--- src/rtl/rdp_pkg.sv ---
package rdp_pkg;

    typedef enum logic [1:0] {
        ST_EMPTY = 2'd0,
        ST_FETCH = 2'd1,
        ST_FULL  = 2'd2
    } fill_state_e;

    typedef enum logic {
        PH_HI = 1'b0,
        PH_LO = 1'b1
    } byte_phase_e;

    typedef struct packed {
        logic load;      // write output register
        logic from_ram;  // source is RAM data, not buffer
        logic hi_byte;   // narrow bus: pick upper half
        logic wide;      // 16-bit bus: whole pixel
        logic capture;   // store RAM data into buffer
    } load_ctl_t;

endpackage

--- src/rtl/rdp_addr_ctr.sv ---
module rdp_addr_ctr #(
    parameter int ADDR_W = 14
) (
    input  logic              clk,
    input  logic              rst_n,
    input  logic              load,
    input  logic [ADDR_W-1:0] load_val,
    input  logic              step,
    output logic [ADDR_W-1:0] addr
);

    always_ff @(posedge clk) begin
        if (!rst_n) begin
            addr <= '0;
        end else if (load) begin
            addr <= load_val;
        end else if (step) begin
            addr <= addr + ADDR_W'(1);
        end
    end

endmodule

--- src/rtl/rdp_fsm.sv ---
module rdp_fsm
    import rdp_pkg::*;
(
    input  logic        clk,
    input  logic        rst_n,
    input  logic        ptr_move,
    input  logic        rd_strobe,
    input  logic        wide_bus,
    output logic        fetch,
    output load_ctl_t   ctl,
    output fill_state_e state,
    output byte_phase_e phase
);

    fill_state_e state_n;
    byte_phase_e phase_n;
    logic        pend_q, pend_n;
    logic        take, consume;

    // state register
    always_ff @(posedge clk) begin
        if (!rst_n) begin
            state  <= ST_EMPTY;
            phase  <= PH_HI;
            pend_q <= 1'b0;
        end else begin
            state  <= state_n;
            phase  <= phase_n;
            pend_q <= pend_n;
        end
    end

    // load decision
    always_comb begin
        take = 1'b0;
        unique case (state)
            ST_EMPTY: take = 1'b0;
            ST_FETCH: take = rd_strobe || pend_q;
            ST_FULL:  take = rd_strobe;
            default:  take = 1'b0;
        endcase
        if (ptr_move) take = 1'b0;
        consume = take && (wide_bus || (phase == PH_LO));
    end

    // next state
    always_comb begin
        state_n = state;
        phase_n = phase;
        pend_n  = 1'b0;
        if (ptr_move) begin
            state_n = ST_EMPTY;
            phase_n = PH_HI;
        end else begin
            unique case (state)
                ST_EMPTY: begin
                    state_n = ST_FETCH;
                    pend_n  = rd_strobe;
                end
                ST_FETCH: state_n = consume ? ST_EMPTY : ST_FULL;
                ST_FULL:  state_n = consume ? ST_EMPTY : ST_FULL;
                default:  state_n = ST_EMPTY;
            endcase
            if (take) begin
                phase_n = (wide_bus || phase == PH_LO) ? PH_HI : PH_LO;
            end
        end
    end

    // outputs
    always_comb begin
        fetch        = (state == ST_EMPTY);
        ctl.load     = take;
        ctl.from_ram = (state == ST_FETCH);
        ctl.hi_byte  = (phase == PH_HI);
        ctl.wide     = wide_bus;
        ctl.capture  = (state == ST_FETCH) && !consume && !ptr_move;
    end

endmodule

--- src/rtl/rdp_out_stage.sv ---
module rdp_out_stage
    import rdp_pkg::*;
#(
    parameter int PIX_W = 16
) (
    input  logic             clk,
    input  logic             rst_n,
    input  load_ctl_t        ctl,
    input  logic [PIX_W-1:0] ram_rdata,
    output logic [PIX_W-1:0] host_data
);

    localparam int HALF = PIX_W / 2;

    logic [PIX_W-1:0] buf_q;
    logic [PIX_W-1:0] src;
    logic [HALF-1:0]  part;
    logic [PIX_W-1:0] shaped;

    always_comb begin
        src    = ctl.from_ram ? ram_rdata : buf_q;
        part   = ctl.hi_byte ? src[PIX_W-1:HALF] : src[HALF-1:0];
        shaped = ctl.wide ? src : {{(PIX_W-HALF){1'b0}}, part};
    end

    always_ff @(posedge clk) begin
        if (!rst_n) begin
            buf_q     <= '0;
            host_data <= '0;
        end else begin
            if (ctl.capture) buf_q <= ram_rdata;
            if (ctl.load)    host_data <= shaped;
        end
    end

endmodule

--- src/rtl/rdp_read_port.sv ---
module rdp_read_port
    import rdp_pkg::*;
#(
    parameter int ADDR_W = 14,
    parameter int PIX_W  = 16
) (
    input  logic              clk,
    input  logic              rst_n,
    input  logic              rd_strobe,
    input  logic              wide_bus,
    input  logic              ptr_move,
    input  logic [ADDR_W-1:0] ptr_value,
    input  logic [PIX_W-1:0]  ram_rdata,
    output logic              ram_re,
    output logic [ADDR_W-1:0] ram_raddr,
    output logic [PIX_W-1:0]  host_data
);

    load_ctl_t   ctl;
    fill_state_e fill_state;
    byte_phase_e byte_phase;
    logic        fetch;

    rdp_fsm u_fsm (
        .clk       (clk),
        .rst_n     (rst_n),
        .ptr_move  (ptr_move),
        .rd_strobe (rd_strobe),
        .wide_bus  (wide_bus),
        .fetch     (fetch),
        .ctl       (ctl),
        .state     (fill_state),
        .phase     (byte_phase)
    );

    rdp_addr_ctr #(.ADDR_W(ADDR_W)) u_addr (
        .clk      (clk),
        .rst_n    (rst_n),
        .load     (ptr_move),
        .load_val (ptr_value),
        .step     (fetch),
        .addr     (ram_raddr)
    );

    rdp_out_stage #(.PIX_W(PIX_W)) u_out (
        .clk       (clk),
        .rst_n     (rst_n),
        .ctl       (ctl),
        .ram_rdata (ram_rdata),
        .host_data (host_data)
    );

    assign ram_re = fetch;

endmodule

--- config.mk ---
export PLATFORM = sky130hd
export DESIGN_NAME = rdp_read_port
export DESIGN_NICKNAME = d
export VERILOG_FILES = /design/src/rtl/rdp_pkg.sv /design/src/rtl/rdp_addr_ctr.sv /design/src/rtl/rdp_fsm.sv /design/src/rtl/rdp_out_stage.sv /design/src/rtl/rdp_read_port.sv
export SDC_FILE = /design/constraint.sdc
export NUM_CORES = 1
export LEC_CHECK = 0
export BUFFER_PORTS_ARGS = -buffer_cell sky130_fd_sc_hd__buf_4
export CORE_MARGIN = 2
export CORE_UTILIZATION = 52
export CTS_CLUSTER_SIZE = 28
export DETAILED_ROUTE_END_ITERATION = 16
export GPL_ROUTABILITY_DRIVEN = 0
export HOLD_SLACK_MARGIN = 0.05
export PLACE_DENSITY = 0.79
export SYNTH_ARGS = -nofsm -noshare
export SYNTH_HDL_FRONTEND = slang
export SYNTH_HIERARCHICAL = 1
export SYNTH_SLANG_ARGS = --single-unit
--- constraint.sdc ---
create_clock -name clk -period 2 [get_ports clk]
set_input_delay 0.4 -clock clk [delete_from_list [all_inputs] [get_ports clk]]
set_output_delay 0.4 -clock clk [all_outputs]
set_load 0.05 [all_outputs]
==> results.md <==
* Global-route total usage across every layer at 21.76%
* HPWL after detailed placement at 3942 µm
* Final worst setup slack at 0.2138 ns
* Total count of max-transition violations in the final report at 0
* Worst setup slack before clock tree synthesis at 0.2886 ns
* Setup Total Neg Slack at 0 ns
* Commonest cells after routing, fill and taps aside: 73 x sky130_fd_sc_hd__buf_4, 50 x sky130_fd_sc_hd__dfxtp_1, 34 x sky130_fd_sc_hd__mux2i_1
* Kind of path behind the tightest hold check: in2reg
* Tcrit/Tclk final at 89.31%
* Most common library cell in the layout ignoring fill and taps: sky130_fd_sc_hd__buf_4
* CORE AREA at 0.004444 mm²
* RSZ-0062 raised after global routing: false
* Part of the Yosys area used for sequential elements at 40.94%
* Number of global-route vias before repair at 1892
* Drt drc at 0
* Worst supply voltage drop on vdd at 0.5344 mV
* Register share of total power at 49.6%
* Minimum period implied by the final worst setup slack at 1.786 ns
* Kind of critical path: reg2out
* Latest clock arrival within the worst-skew pair at 0.30 ns
* Syn Nets at 293
* Switching portion of total power at 26.17%
* Area fraction of the dominant cell type after synthesis at 40.94%
* Final Hold Viols at 0
* Critical-path maximum fanout at 9
* 1st-pass router iterations at 6
* Setup crit start kind: register
* Number of cells produced by synthesis at 254
* Routed WL at 5376 µm
* Total standard cell area after synthesis at 0.002445 mm²
* Overflow after GRT at 0
* Post-route ant nets at 0
* Total setup buffers inserted after CTS at 0
* Reg2reg path depth at 7
* Site Rows at 24
* Maximum number of pins on one net before global-route repair at 26
* Buffer depth of the longest clock path at 2
* Run status: finished, final reports clean
* Endpoint of the worst register-to-register path: u_out/host_data[2]
* Routed via count divided by cell count at 5.348
* Number of vias in the routed layout at 1984
* Relative slew slack at 57.19%
* Wire length of the first global-routing pass at 9039 µm
* Diode insertion count for antenna repair at 0
* Share of async-settable or async-resettable flops after synthesis at 0%
* Clk sinks at 50
* Comb power frac at 17.0%
* Share of final-layout standard cells stronger than drive strength 1 at 28.84%
* Capturing instance or port of the critical path: ram_re
* Worst setup path startpoint: u_fsm/state[1]
* Worst setup EP type: output port
* Data arrival, critical path at 1.39 ns
* Die X at 72.57 µm
* Vertical die dimension at 72.57 µm
* Synth-to-Final Area Change at 25.84%
* # Max-Cap Violations at 0
* Num CTS Buffers at 5
* Antenna violations before repair at 0
* Cell types occupying the most area after synthesis: sky130_fd_sc_hd__dfxtp_1 41%, sky130_fd_sc_hd__mux2i_1 14%, sky130_fd_sc_hd__nor2b_1 4.6%
* Library cells used by synthesis at 36
* Maximum achievable frequency at 559.9 MHz
* Internal portion of total power at 1.586 mW
* # hold bufs at CTS at 0
* Placement Cell Area at 0.002964 mm²
* Total of cells resized after clock tree synthesis at 0
* Number of flops mapped to enable cells by yosys at 0
* Area of all placed cells without fillers at 0.003077 mm²
* IO buf count at 65
* Launching point of the worst reg2reg path: u_fsm/state[1]
* Detailed-route wire length per cell at 14.49 µm
* Clock tree root driver cell: sky130_fd_sc_hd__clkbuf_8
* Total Die Area at 0.005266 mm²
* Crit path required time at 1.60 ns
* Endpoints failing setup at 0
* DRT iter0 DRCs at 113
* Power density normalized to cell area at 698.1 mW/mm²
* Pwr Total at 2.148 mW
* Number of synthesized register bits at 50
* Area occupied by registers at 0.001001 mm²
* Yosys warns at 6
* Final net count at 358
* Clock skew at 0.003276 ns
* Clock tree from TritonCTS: yes
* Multi-input combinational cell area at 0.001294 mm²
* Commonest register cell after synthesis: sky130_fd_sc_hd__dfxtp_1
* Switching power total at 0.5620 mW
* Number of levels in the clock H-tree at 2
* Measured slew at the worst slew-check pin at 0.6414 ns
* Clock Pin Slew Worst Setup and Hold Paths at 0.08 ns
* Leakage power total at 1.293 nW
* Fill cell count at 375
* Effective utilization at floorplan at 55.01%
* Flop2flop setup slack at 0.23 ns
* Number of primary I/O pins at 66
* Cell taking the most area after synthesis: sky130_fd_sc_hd__dfxtp_1
* Avg Cell Area, Syn at 9.625 µm²
* Proportion of power drawn by the clock network at 33.4%
[worst max-delay path: stages, from the launching register on]
cell                      delay [ns]
sky130_fd_sc_hd__dfxtp_1        0.32
sky130_fd_sc_hd__inv_1          0.08
sky130_fd_sc_hd__ha_1           0.40
sky130_fd_sc_hd__buf_4          0.28
[per-stage QoR]
step | cells | utilization, % | hold slack [ns]
after floorplan | 254 | - | 0.4481
after global placement | 364 | 66.69 | 0.4604
after detailed placement | 364 | 66.69 | 0.4601
after CTS | 371 | 69.23 | 0.3084
after global routing | 371 | 69.23 | 0.3184
final | 371 | 69.23 | 0.3147
[power groups by stage]
stage	Combinational (mW)	Sequential, mW	Clock (mW)
final	0.364	1.07	0.718
after global routing	0.391	1.07	0.767
after CTS	0.366	1.06	0.736
after detailed placement	0.364	1.09	0
after global placement	0.361	1.09	0
after floorplan	0.167	1.16	0
[sequential cells by signal, summed over array words and instances, names as in the netlist]
signal / count
u_addr/addr: 14
u_fsm/pend_q: 1
u_fsm/phase: 1
u_fsm/state: 2
u_out/buf_q: 16
u_out/host_data: 16
[how the worst min path moves through the flow]
stage                            start            endpoint  slack, ns  depth (start not counted)
finish                    ptr_value[0]      u_addr/addr[0]       0.31                          2
global route              ptr_value[0]      u_addr/addr[0]       0.32                          2
CTS                       ptr_value[0]      u_addr/addr[0]       0.31                          2
detailed placement  u_out/host_data[1]  u_out/host_data[1]       0.46                          1
global placement    u_out/host_data[4]  u_out/host_data[4]       0.46                          1
floorplan                  u_fsm/phase         u_fsm/phase       0.45                          2
[synthesized netlist by cell type (2+ instances only)]
library cell and number:
sky130_fd_sc_hd__a211o_1 8, sky130_fd_sc_hd__a21oi_1 10, sky130_fd_sc_hd__and2_1 10, sky130_fd_sc_hd__and3_1 2, sky130_fd_sc_hd__buf_2 2, sky130_fd_sc_hd__buf_4 4
sky130_fd_sc_hd__clkbuf_1 6, sky130_fd_sc_hd__dfxtp_1 50, sky130_fd_sc_hd__ha_1 4, sky130_fd_sc_hd__inv_1 15, sky130_fd_sc_hd__mux2i_1 34, sky130_fd_sc_hd__nand2_1 13
sky130_fd_sc_hd__nand2b_1 2, sky130_fd_sc_hd__nand3_1 3, sky130_fd_sc_hd__nand4_1 3, sky130_fd_sc_hd__nor2_1 9, sky130_fd_sc_hd__nor2b_1 18, sky130_fd_sc_hd__nor3_1 10
sky130_fd_sc_hd__nor4_2 4, sky130_fd_sc_hd__o211a_1 4, sky130_fd_sc_hd__o21ai_0 10, sky130_fd_sc_hd__o22ai_1 8, sky130_fd_sc_hd__xnor2_1 9, sky130_fd_sc_hd__xor2_1 4
[metal layers]
| metal | wire, µm | share of wire, % | vias to the layer above | global-route usage (%) |
|---|---|---|---|---|
| li1 | - | - | 1009 | - |
| met1 | 2584 | 48 | 925 | 29.75 |
| met2 | 2476 | 46 | 43 | 34.34 |
| met3 | 238 | 4.4 | 7 | 3.729 |
| met4 | 77 | 1.4 | 0 | 8.436 |
| met5 | 0 | 0 | - | 0 |
[layout make-up]
cell class                      count  share of cell area [%]
Inverter                           15                   1.830
Clock buffer                        6                   2.684
Tap cell                           52                   2.115
Sequential cell                    50                   32.53
Clock inverter                      1                  0.9760
Timing Repair Buffer               73                   17.81
Multi-Input combinational cell    174                   42.05
[logic make-up after synthesis]
kind of cell / after synthesis / share of synthesized area (%)
AOI/OAI and AO/OA: 43 / 11.98
buffers and inverters: 30 / 6.294
and+or+nand+nor: 80 / 20.16
adders and majority gates: 4 / 2.047
xor gates and xnor gates: 13 / 4.657
DFF: 50 / 40.94
muxes: 34 / 13.92
(Power assumes the default switching activity.)
